`src/rtl/pdw_pkg.sv`:
```
package pdw_pkg;

    typedef enum logic [2:0] {
        OFS_ST_LO   = 3'd0,
        OFS_ST_HI   = 3'd1,
        OFS_CTRL    = 3'd2,
        OFS_RSV3    = 3'd3,
        OFS_RATE    = 3'd4,
        OFS_DATA    = 3'd5,
        OFS_RSV6    = 3'd6,
        OFS_LINECFG = 3'd7
    } ofs_e;

    localparam int CTRL_SRST_BIT = 2;
    localparam int RATE_SRST_BIT = 7;
    localparam int MOTOR_LSB     = 4;
    localparam int MOTOR_W       = 4;

    typedef struct packed {
        logic [7:0] ctrl;
        logic [7:0] rate;
        logic [7:0] cfg;
    } regs_t;

endpackage

```
`src/rtl/pdw_decode.sv`:
```
module pdw_decode
    import pdw_pkg::*;
(
    input  logic [2:0]         bus_addr,
    input  logic               bus_rd,
    input  logic               bus_wr,
    input  logic [MOTOR_W-1:0] wr_motor_bits,
    input  logic               wr_ctrl_srst,
    input  logic               wr_rate_srst,
    output logic               wr_ctrl,
    output logic               wr_rate,
    output logic               wr_cfg,
    output logic               acc_wake,
    output logic               soft_rst
);

    ofs_e ofs;

    always_comb begin
        ofs      = ofs_e'(bus_addr);
        wr_ctrl  = bus_wr && (ofs == OFS_CTRL);
        wr_rate  = bus_wr && (ofs == OFS_RATE);
        wr_cfg   = bus_wr && (ofs == OFS_LINECFG);
        soft_rst = (wr_ctrl && wr_ctrl_srst) || (wr_rate && wr_rate_srst);
        // per-register, per-direction wake classification
        acc_wake = (wr_ctrl && (|wr_motor_bits))
                || (bus_rd && (ofs == OFS_RATE))
                || ((bus_rd || bus_wr) && (ofs == OFS_DATA));
    end

endmodule

```
`src/rtl/pdw_regfile.sv`:
```
module pdw_regfile
    import pdw_pkg::*;
(
    input  logic       clk,
    input  logic       rst_n,
    input  logic [2:0] bus_addr,
    input  logic       bus_rd,
    input  logic [7:0] bus_wdata,
    input  logic       wr_ctrl,
    input  logic       wr_rate,
    input  logic       wr_cfg,
    input  logic       soft_rst,
    input  logic [7:0] status_lo_i,
    input  logic [7:0] status_hi_i,
    input  logic [7:0] engine_stat_i,
    input  logic [7:0] fifo_data_i,
    input  logic [7:0] line_stat_i,
    output logic [7:0] ctrl_q,
    output logic [7:0] rate_q,
    output logic [7:0] cfg_q,
    output logic [7:0] rdata
);

    regs_t r_d, r_q;

    always_comb begin
        r_d = r_q;
        if (soft_rst) begin
            r_d = '0;
        end else begin
            if (wr_ctrl) r_d.ctrl = bus_wdata;
            if (wr_rate) r_d.rate = bus_wdata;
            if (wr_cfg)  r_d.cfg  = bus_wdata;
        end
    end

    always_ff @(posedge clk or negedge rst_n) begin
        if (!rst_n) r_q <= '0;
        else        r_q <= r_d;
    end

    always_comb begin
        rdata = '0;
        if (bus_rd) begin
            case (ofs_e'(bus_addr))
                OFS_ST_LO:   rdata = status_lo_i;
                OFS_ST_HI:   rdata = status_hi_i;
                OFS_CTRL:    rdata = r_q.ctrl;
                OFS_RATE:    rdata = engine_stat_i;
                OFS_DATA:    rdata = fifo_data_i;
                OFS_LINECFG: rdata = line_stat_i;
                default:     rdata = '0;
            endcase
        end
    end

    assign ctrl_q = r_q.ctrl;
    assign rate_q = r_q.rate;
    assign cfg_q  = r_q.cfg;

    assert_srst_clears_R2: assert property (@(posedge clk) disable iff (!rst_n)
        soft_rst |=> (r_q == '0));

    assert_quiet_write_kept_R7: assert property (@(posedge clk) disable iff (!rst_n)
        (wr_cfg && !soft_rst) |=> (r_q.cfg == $past(bus_wdata)));

endmodule

```
`src/rtl/pdw_idle_timer.sv`:
```
module pdw_idle_timer #(
    parameter int PD_CYCLES = 1_000_000
) (
    input  logic clk,
    input  logic rst_n,
    input  logic idle,
    input  logic acc_wake,
    input  logic soft_rst,
    output logic pd_q_o,
    output logic wake_q_o,
    output logic crst_q_o
);

    localparam int CW = (PD_CYCLES > 1) ? $clog2(PD_CYCLES) : 1;
    localparam logic [CW-1:0] LAST = CW'(PD_CYCLES - 1);

    typedef struct packed {
        logic          pd;
        logic [CW-1:0] cnt;
        logic          wake;
        logic          crst;
    } tmr_t;

    tmr_t t_d, t_q;
    logic wake_evt;

    always_comb begin
        wake_evt = acc_wake || soft_rst;
        t_d      = t_q;
        t_d.wake = 1'b0;
        t_d.crst = 1'b0;
        if (wake_evt) begin
            t_d.pd   = 1'b0;
            t_d.cnt  = '0;
            t_d.wake = t_q.pd;
            t_d.crst = soft_rst;
        end else if (t_q.pd) begin
            t_d.cnt = '0;
        end else if (!idle) begin
            t_d.cnt = '0;
        end else if (t_q.cnt == LAST) begin
            t_d.pd  = 1'b1;
            t_d.cnt = '0;
        end else begin
            t_d.cnt = t_q.cnt + 1'b1;
        end
    end

    always_ff @(posedge clk or negedge rst_n) begin
        if (!rst_n) t_q <= '0;
        else        t_q <= t_d;
    end

    assign pd_q_o   = t_q.pd;
    assign wake_q_o = t_q.wake;
    assign crst_q_o = t_q.crst;

    assert_pd_entry_idle_R5: assert property (@(posedge clk) disable iff (!rst_n)
        $rose(t_q.pd) |-> $past(idle && !wake_evt));

    assert_wake_restart_R6: assert property (@(posedge clk) disable iff (!rst_n)
        wake_evt |=> (!t_q.pd && t_q.cnt == '0));

    assert_sleep_holds_R7: assert property (@(posedge clk) disable iff (!rst_n)
        (t_q.pd && !wake_evt) |=> t_q.pd);

    assert_wake_pulse_edge_R8: assert property (@(posedge clk) disable iff (!rst_n)
        t_q.wake |-> $fell(t_q.pd));

    assert_cnt_in_range_R5: assert property (@(posedge clk) disable iff (!rst_n)
        t_q.cnt <= LAST);

endmodule

```
`src/rtl/pdw_ctrl.sv`:
```
module pdw_ctrl
    import pdw_pkg::*;
#(
    parameter int PD_CYCLES = 1_000_000
) (
    input  logic       clk,
    input  logic       rst_n,
    input  logic [2:0] bus_addr,
    input  logic       bus_rd,
    input  logic       bus_wr,
    input  logic [7:0] bus_wdata,
    output logic [7:0] bus_rdata,
    input  logic [7:0] status_lo_i,
    input  logic [7:0] status_hi_i,
    input  logic [7:0] engine_stat_i,
    input  logic [7:0] fifo_data_i,
    input  logic [7:0] line_stat_i,
    input  logic       cmd_busy,
    input  logic       fifo_empty,
    output logic       powered_down,
    output logic       wake_pulse,
    output logic       core_rst,
    output logic       drive_oe,
    output logic [7:0] ctrl_reg,
    output logic [7:0] rate_reg,
    output logic [7:0] cfg_reg
);

    logic wr_ctrl, wr_rate, wr_cfg, acc_wake, soft_rst;
    logic idle, pd_q;

    pdw_decode u_dec (
        .bus_addr      (bus_addr),
        .bus_rd        (bus_rd),
        .bus_wr        (bus_wr),
        .wr_motor_bits (bus_wdata[MOTOR_LSB +: MOTOR_W]),
        .wr_ctrl_srst  (bus_wdata[CTRL_SRST_BIT]),
        .wr_rate_srst  (bus_wdata[RATE_SRST_BIT]),
        .wr_ctrl       (wr_ctrl),
        .wr_rate       (wr_rate),
        .wr_cfg        (wr_cfg),
        .acc_wake      (acc_wake),
        .soft_rst      (soft_rst)
    );

    pdw_regfile u_regs (
        .clk           (clk),
        .rst_n         (rst_n),
        .bus_addr      (bus_addr),
        .bus_rd        (bus_rd),
        .bus_wdata     (bus_wdata),
        .wr_ctrl       (wr_ctrl),
        .wr_rate       (wr_rate),
        .wr_cfg        (wr_cfg),
        .soft_rst      (soft_rst),
        .status_lo_i   (status_lo_i),
        .status_hi_i   (status_hi_i),
        .engine_stat_i (engine_stat_i),
        .fifo_data_i   (fifo_data_i),
        .line_stat_i   (line_stat_i),
        .ctrl_q        (ctrl_reg),
        .rate_q        (rate_reg),
        .cfg_q         (cfg_reg),
        .rdata         (bus_rdata)
    );

    always_comb begin
        idle = (ctrl_reg[MOTOR_LSB +: MOTOR_W] == '0) && !cmd_busy && fifo_empty;
    end

    pdw_idle_timer #(.PD_CYCLES(PD_CYCLES)) u_tmr (
        .clk      (clk),
        .rst_n    (rst_n),
        .idle     (idle),
        .acc_wake (acc_wake),
        .soft_rst (soft_rst),
        .pd_q_o   (pd_q),
        .wake_q_o (wake_pulse),
        .crst_q_o (core_rst)
    );

    assign powered_down = pd_q;
    assign drive_oe     = !pd_q;

    assert_motor_holds_awake_R5: assert property (@(posedge clk) disable iff (!rst_n)
        (ctrl_reg[MOTOR_LSB +: MOTOR_W] != '0 && !powered_down) |=> !powered_down);

endmodule

```
`config.mk`:
```
export PLATFORM = sky130hd
export DESIGN_NAME = pdw_ctrl
export DESIGN_NICKNAME = d
export VERILOG_FILES = /design/src/rtl/pdw_pkg.sv /design/src/rtl/pdw_decode.sv /design/src/rtl/pdw_regfile.sv /design/src/rtl/pdw_idle_timer.sv /design/src/rtl/pdw_ctrl.sv
export SDC_FILE = /design/constraint.sdc
export NUM_CORES = 1
export LEC_CHECK = 0
export BUFFER_PORTS_ARGS = -buffer_cell sky130_fd_sc_hd__buf_2
export CAP_MARGIN = 20
export CELL_PAD_IN_SITES_DETAIL_PLACEMENT = 1
export CELL_PAD_IN_SITES_GLOBAL_PLACEMENT = 1
export CORE_MARGIN = 1.5
export CORE_UTILIZATION = 42
export CTS_BUF_LIST = sky130_fd_sc_hd__clkbuf_8
export DETAILED_ROUTE_END_ITERATION = 12
export GPL_TIMING_DRIVEN = 0
export PLACE_DENSITY = 0.95
export SYNTH_ARGS = -nofsm -noshare
export SYNTH_HDL_FRONTEND = slang
export SYNTH_SLANG_ARGS = --single-unit
```
`constraint.sdc`:
```
create_clock -name clk -period 7.2 [get_ports clk]
set_input_delay 2.16 -clock clk [delete_from_list [all_inputs] [get_ports clk]]
set_output_delay 2.16 -clock clk [all_outputs]
set_load 0.02 [all_outputs]
```
==> impl_metrics.ini, run 1 <==
[logic_synthesis]
synth-adder-area-share = 0.00461
synth.top_cells.by_area = dfrtp_1, nand2_1, mux2i_1
synth_seq_cells = 47
yosys.area_share.simple = 0.262
synth_top_area_cell = dfrtp_1
synth_async_sr_flop_share = 1.00
syn_area_um2 = 2710
seq_area_frac_synth = 0.434
synthXorXnorAreaFrac = 0.0387
synthMuxAreaShare = 0.0720
synth_top_family_by_area = simple AND/OR/NAND/NOR gates
yosys_warnings = 0
synth_flop_cell = dfrtp_1
synth_edf_count = 0
yosys.cell_types.count = 50
syn_nets = 337
netlist.area_leader.share = 0.434
synthCells = 279
synth-compound-area-share = 0.158
avgSynthCellArea_um2 = 9.72

[route]
finalWirelength_um = 8880
viasPerCell = 5.83
wl_per_cell_um = 19.5
vias = 2657
drt-initial-drc-count = 54
drtPass1Iterations = 4
antenna_left = 0
drc = 0

[cells_and_area]
multi_input_comb_area_um2 = 1450
stdcell_count = 456
regArea_um2 = 1180
drive_gt1_frac = 0.346
num_antenna_cells = 0
mostFrequentLayoutCells = buf_2, dfrtp_1, nand2_1
final_nets = 436
fin_util = 0.537
final_common_cell = buf_2
area_growth_pct = 24.4
num-fill-cells = 761

[floorplanning]
dieWidth_um = 83.4
row_count = 29
dieArea_um2 = 6950
ios = 93
initial_core_util = 0.432
core_area_um2 = 6280
fp.dieH_um = 83.4

[grt]
grt_usage = 0.263
grt_start_max_net_pins = 48
grt_pass1_vias = 2876
antenna_found_initial = 0
grt_first_pass_wirelength_um = 14400
overflow = 0

[critical_path]
cpLargestDelayFamily = buffers and inverters
required_ps = 5040
timing.critical_path.mode_cell = buf_2
path_cells = buf_2, buf_1, clkbuf_1, nand3_1, a31oi_1, o21a_1, buf_2
start_kind = primary input
crit_arrival_ps = 3920
cpPeakStageDelay_ps = 440
worstSetupPathType = in2out
crit_slowest_cell = clkbuf_1
path_max_fanout = 10
critPathBufInv = 4
cp-end-kind = primary output

[sta]
skew_ps = 10.2
fmax_ghz = 0.164
hold_viol_final = 0
finalSetupViolations = 0
timing.setup.tns_ps = 0
tightest_slew_ps = 615
fin_crit_ps = 6080
holdWs_ps = 494
final.period_utilization = 0.845
finalMaxSlewViolations = 0
relSlewSlack = 0.589
rsz0062_at_grt = no

[clock_network]
h-tree-depth = 2
cts_tree = built
clk_pin_slew_ps = 90
cts_sinks = 47
cts_setup_buffers = 0
clock_path_buffers = 2
cts_resized = 0
cts_root_buf = clkbuf_8
hold_buffers = 0
numCtsBuffers = 5
clkLatencyLatePin_ps = 320

[pwr]
irDropWorstVdd_mv = 0.177
power_density_nw_per_um2 = 186
p_leak_nw = 1.62

[place]
io_buffers = 91
post-dp-hpwl_um = 6850
dp.cells = 447
globalplace.congestion = 0.834

[worst_hold_path]
hp-class = reg2reg

[job]
max_cap_violations = 0

[outcome]
status = finished, final reports clean
Yosys cell counts, types with 6 or more instances:
cell / count
mux2i_1: 15
xor2_1: 9
nand3_1: 12
nand4_1: 9
o21ai_0: 17
a21oi_1: 6
o21a_1: 7
nand2_1: 41
dfrtp_1: 47
nor3_2: 13
o21ai_1: 6
a211oi_2: 6
nor2_1: 12
clkbuf_1: 6
state kept, by name, summed over array words and instances, names as in the netlist:
register,flops
u_regs.cfg_q,8
u_regs.ctrl_q,8
u_tmr.crst_q_o,1
u_tmr.t_q,20
u_tmr.pd_q_o,1
u_tmr.wake_q_o,1
u_regs.rate_q,8
stage by stage:
| step | setup slack (ps) | total power [mW] | instance area, um^2 |
|---|---|---|---|
| final | 1120 | 0.628 | 3370 |
| after global routing | 971 | 0.654 | 3370 |
| after CTS | 1130 | 0.629 | 3350 |
| after detailed placement | 1130 | 0.470 | 3260 |
| after global placement | 1180 | 0.459 | 3260 |
| after floorplan | 1660 | 0.395 | 2710 |
area by class of cell:
cell class / count / share of cell area
tap: 77 / 0.0286
sequential: 47 / 0.349
inverter: 2 / 0.00371
clock buffer: 5 / 0.0204
timing repair buffer: 92 / 0.141
clock inverter: 3 / 0.00593
multi-input combinational: 216 / 0.431
buffer: 14 / 0.0211
path summary, 6_finish.rpt:
path	from	to	slack, ps	cells past startpoint
worst max register to register	u_regs.ctrl_q[4]	u_tmr.t_q[10]	5080	5
max in group asynchronous	rst_n	u_regs.cfg_q[3]	4970	2
worst max-delay path	bus_addr[1]	bus_rdata[6]	1120	7
worst min register to register	u_regs.rate_q[5]	u_regs.rate_q[5]	490	2
min in group asynchronous	rst_n	u_tmr.t_q[11]	1730	1
worst min-delay path	u_regs.rate_q[5]	u_regs.rate_q[5]	490	2
layer usage:
metal,share of wire,vias to the layer above,global-route usage
met3,0.063,21,0.0487
met2,0.54,92,0.500
li1,-,1215,-
met4,0.028,0,0.109
met1,0.37,1329,0.284
met5,0,-,0
cells by family after synthesis:
kind of cell               after synthesis
AOI/OAI and AO/OA                       60
buffers and inverters                   16
adders and majority gates                1
muxes                                   19
and+or+nand+nor                        124
xor gates and xnor gates                12
DFF                                     47
tightest hold or removal path: stages, from the launching register on:
cell and delay (ps):
dfrtp_1 350, nand2_1 50, o21ai_0 60
power by group:
group | switching [mW] | internal (mW)
logic | 0.101 | 0.0576
registers | 0.0184 | 0.288
clock network | 0.0951 | 0.0677
total | 0.215 | 0.413
Power figures use the tool's default switching activity.
==> run 2: changes to the inputs <==
CORE_UTILIZATION = 35   (was 42)
PLACE_DENSITY = 0.9   (was 0.95)
clock period = 5.5 ns   (was 7.2 ns; I/O delays follow)
==> impl_metrics.ini, run 2 (synthesized netlist as in run 1, its figures left out) <==
[critical_path]
worstSetupPathType = in2out
reg2reg_depth = 5
rr_endpoint = u_tmr.t_q[18]
critPathBufInv = 4
cp-end-kind = primary output
path_max_fanout = 10
start_kind = primary input
crit_arrival_ps = 3390
r2r_setup_slack_ps = 3590
regToRegStartpoint = u_tmr.t_q[18]
cpLargestDelayFamily = buffers and inverters
required_ps = 3850
timing.critical_path.mode_cell = buf_2
path_cells = buf_2, buf_1, clkbuf_1, mux2i_1, o2bb2ai_1, o21a_1, buf_2
cpPeakStageDelay_ps = 450
crit_slowest_cell = clkbuf_1

[clock_network]
numCtsBuffers = 5
cts_sinks = 47
cts_resized = 0
cts_tree = built
cts_root_buf = clkbuf_8
clk_pin_slew_ps = 80
clock_path_buffers = 2
hold_buffers = 0
h-tree-depth = 2
cts_setup_buffers = 0
clkLatencyLatePin_ps = 310

[cells_and_area]
mostFrequentLayoutCells = buf_2, dfrtp_1, nand2_1
final_nets = 436
top_register = u_tmr.t_q
num-fill-cells = 910
final_common_cell = buf_2
num_antenna_cells = 0
largest_register_ffs = 20
drive_gt1_frac = 0.343
area_growth_pct = 25.2

[pwr]
irDropWorstVdd_mv = 0.132
p_total_uw = 809
p_leak_nw = 1.62
power_density_nw_per_um2 = 238

[floorplanning]
ios = 93
dieArea_um2 = 8290
initial_core_util = 0.368
fp.dieH_um = 91.0
core_area_um2 = 7370
dieWidth_um = 91.0
row_count = 31

[route]
viasPerCell = 5.39
wl_per_cell_um = 17.2
finalWirelength_um = 8210
drtPass1Iterations = 4
drt-initial-drc-count = 125
vias = 2577
drc = 0
antenna_left = 0

[sta]
finalSetupViolations = 0
skew_ps = 11.2
relSlewSlack = 0.539
final.period_utilization = 0.916
timing.setup.tns_ps = 0
finalMaxSlewViolations = 0
hold_viol_final = 0
tightest_slew_ps = 689
rsz0062_at_grt = no
fmax_ghz = 0.199
fin_crit_ps = 5040

[worst_hold_path]
min_to = u_tmr.t_q[2]
hp-class = reg2reg
min_delay_path_depth = 1
hold_start = u_tmr.t_q[2]

[grt]
grt_start_max_net_pins = 48
grt_first_pass_wirelength_um = 13600
overflow = 0
antenna_found_initial = 0
grt_pass1_vias = 2707
grt_usage = 0.204

[place]
io_buffers = 91
globalplace.congestion = 0.770
post-dp-hpwl_um = 6280

[outcome]
status = finished, final reports clean

[job]
max_cap_violations = 0
## run 2: cell count changes in the layout (fill, tap and decap cells not counted), sizes merged
| cell | delta |
|---|---|
| clkinvlp | -1 |
| inv | +1 |
## run 2: per-layer routing
| layer | wire, um | global-route usage | vias to the layer above |
|---|---|---|---|
| li1 | - | - | 1215 |
| met1 | 3590 | 0.263 | 1277 |
| met2 | 4100 | 0.343 | 71 |
| met3 | 309 | 0.0293 | 14 |
| met4 | 207 | 0.0781 | 0 |
| met5 | 0 | 0 | - |
## run 2: layout make-up
class	count	area, um^2	area share
buffer	14	71.3	0.0210
tap	99	124	0.0365
clock buffer	5	68.8	0.0203
inverter	2	12.5	0.00368
clock inverter	3	16.3	0.00479
timing repair buffer	92	475	0.140
multi-input combinational	216	1450	0.428
sequential	47	1180	0.346
## run 2: worst max path at each step
| stage | start | end | depth (start not counted) |
|---|---|---|---|
| after floorplan | bus_addr[2] | bus_rdata[4] | 4 |
| after global placement | bus_addr[1] | bus_rdata[3] | 7 |
| after detailed placement | bus_addr[1] | bus_rdata[3] | 7 |
| after CTS | bus_addr[1] | bus_rdata[3] | 7 |
| after global routing | bus_addr[1] | bus_rdata[1] | 7 |
| final | bus_addr[1] | bus_rdata[3] | 7 |
## run 2: power by group
part / internal, mW / switching [mW] / total, mW
Combinational: 0.0754 / 0.128 / 0.204
Sequential: 0.377 / 0.0238 / 0.401
Clock: 0.0872 / 0.118 / 0.205
Total: 0.539 / 0.270 / 0.809
## run 2: stage by stage
| step | util | worst slack (ps) | std cells | cell area, um^2 | hold WS (ps) |
|---|---|---|---|---|---|
| global route | 0.461 | 347 | 478 | 3400 | 519 |
| floorplan | - | 985 | 279 | 2710 | 460 |
| CTS | 0.458 | 460 | 477 | 3380 | 498 |
| global placement | 0.447 | 581 | 469 | 3290 | 461 |
| finish | 0.461 | 462 | 478 | 3400 | 495 |
| detailed placement | 0.447 | 458 | 469 | 3290 | 484 |
==> run 3: changes to the inputs <==
CORE_ASPECT_RATIO = 0.9   (was default)
==> impl_metrics.ini, run 3 (synthesized netlist as in run 1, its figures left out) <==
[outcome]
status = finished, final reports clean

[route]
vias = 2577
viasPerCell = 5.43
drt-initial-drc-count = 105
antenna_left = 0
drtPass1Iterations = 4
wl_per_cell_um = 18.0
finalWirelength_um = 8570
drc = 0

[place]
dp_worst_setup_slack_ps = 491
post-dp-hpwl_um = 6450
io_buffers = 91
globalplace.congestion = 0.823

[critical_path]
path_cells = buf_2, buf_1, clkbuf_1, mux2i_1, o2bb2ai_1, o21a_1, buf_2
start_kind = primary input
required_ps = 3850
path_max_fanout = 10
timing.critical_path.mode_cell = buf_2
cpPeakStageDelay_ps = 430
crit_slowest_cell = clkbuf_1
worstSetupPathType = in2out
crit_arrival_ps = 3340
cp-end-kind = primary output
r2r_setup_slack_ps = 3190

[sta]
finalSetupViolations = 0
fin_crit_ps = 4990
relSlewSlack = 0.562
fmax_ghz = 0.200
fin_ws_ps = 512
hold_viol_final = 0
skew_ps = 10.9
timing.setup.tns_ps = 0
tightest_slew_ps = 657
rsz0062_at_grt = no
finalMaxSlewViolations = 0
final.period_utilization = 0.907

[cells_and_area]
top_register = u_tmr.t_q
mostFrequentLayoutCells = buf_2, dfrtp_1, nand2_1
final_common_cell = buf_2
area_growth_pct = 25.6
fin_util = 0.454
drive_gt1_frac = 0.346
final_nets = 436
largest_register_ffs = 20
num_antenna_cells = 0

[grt]
grt_usage = 0.210
overflow = 0
antenna_found_initial = 0
grt_start_max_net_pins = 48
grt_pass1_vias = 2672
grt_first_pass_wirelength_um = 13300

[clock_network]
cts_sinks = 47
clkLatencyLatePin_ps = 310
h-tree-depth = 2
numCtsBuffers = 5
cts_resized = 0
clock_path_buffers = 2
clk_pin_slew_ps = 90
cts_setup_buffers = 0
hold_buffers = 0
cts_root_buf = clkbuf_8
cts_tree = built

[floorplanning]
dieWidth_um = 95.8
ios = 93
core_area_um2 = 7510
initial_core_util = 0.361
row_count = 30
dieArea_um2 = 8290
fp.dieH_um = 86.5

[pwr]
power_density_nw_per_um2 = 242
irDropWorstVdd_mv = 0.169
p_leak_nw = 1.63

[worst_hold_path]
hp-class = reg2reg

[job]
max_cap_violations = 0
-- run 3: worst max-delay path, delay by kind of cell --
| family | cells | cell delay, ps |
|---|---|---|
| mux | 1 | 250 |
| compound gates | 2 | 280 |
| buf+inv | 4 | 1140 |
-- run 3: final cells by class --
cell class,count,area [um^2]
sequential,47,1180
clock buffer,5,68.8
fill,912,4100
timing repair buffer,92,483
clock inverter,3,22.5
inverter,2,12.5
buffer,14,71.3
multi-input combinational,216,1450
tap,96,120
-- run 3: metal layers --
layer	GRT usage	up-vias	wire length [um]
met4	0.0642	0	165
met5	0	-	0
met2	0.366	67	4220
li1	-	1215	-
met3	0.0351	17	381
met1	0.265	1278	3800
-- run 3: path summary, 6_finish.rpt --
kind | startpoint | to | cells after the start
max reg2reg | u_regs.ctrl_q[4] | u_tmr.t_q[8] | 5
min | u_regs.rate_q[2] | u_regs.rate_q[2] | 2
max in group asynchronous | rst_n | u_regs.ctrl_q[5] | 2
max | bus_addr[1] | bus_rdata[1] | 7
min in group asynchronous | rst_n | u_regs.cfg_q[0] | 1
min reg2reg | u_regs.rate_q[2] | u_regs.rate_q[2] | 2
-- run 3: per-stage QoR --
step / hold WS, ps / power (mW) / instance area [um^2] / std cells
2_1_floorplan: 460 / 0.517 / 2710 / 279
3_3_place_gp: 464 / 0.602 / 3290 / 466
3_5_place_dp: 465 / 0.613 / 3290 / 466
4_1_cts: 486 / 0.823 / 3380 / 474
5_1_grt: 528 / 0.860 / 3410 / 475
6_report: 489 / 0.825 / 3410 / 475
-- run 3: power by group --
group	switching, mW	internal (mW)	leakage [nW]
Clock	0.124	0.0912	0.0485
Sequential	0.0263	0.377	0.629
Combinational	0.131	0.0758	0.949
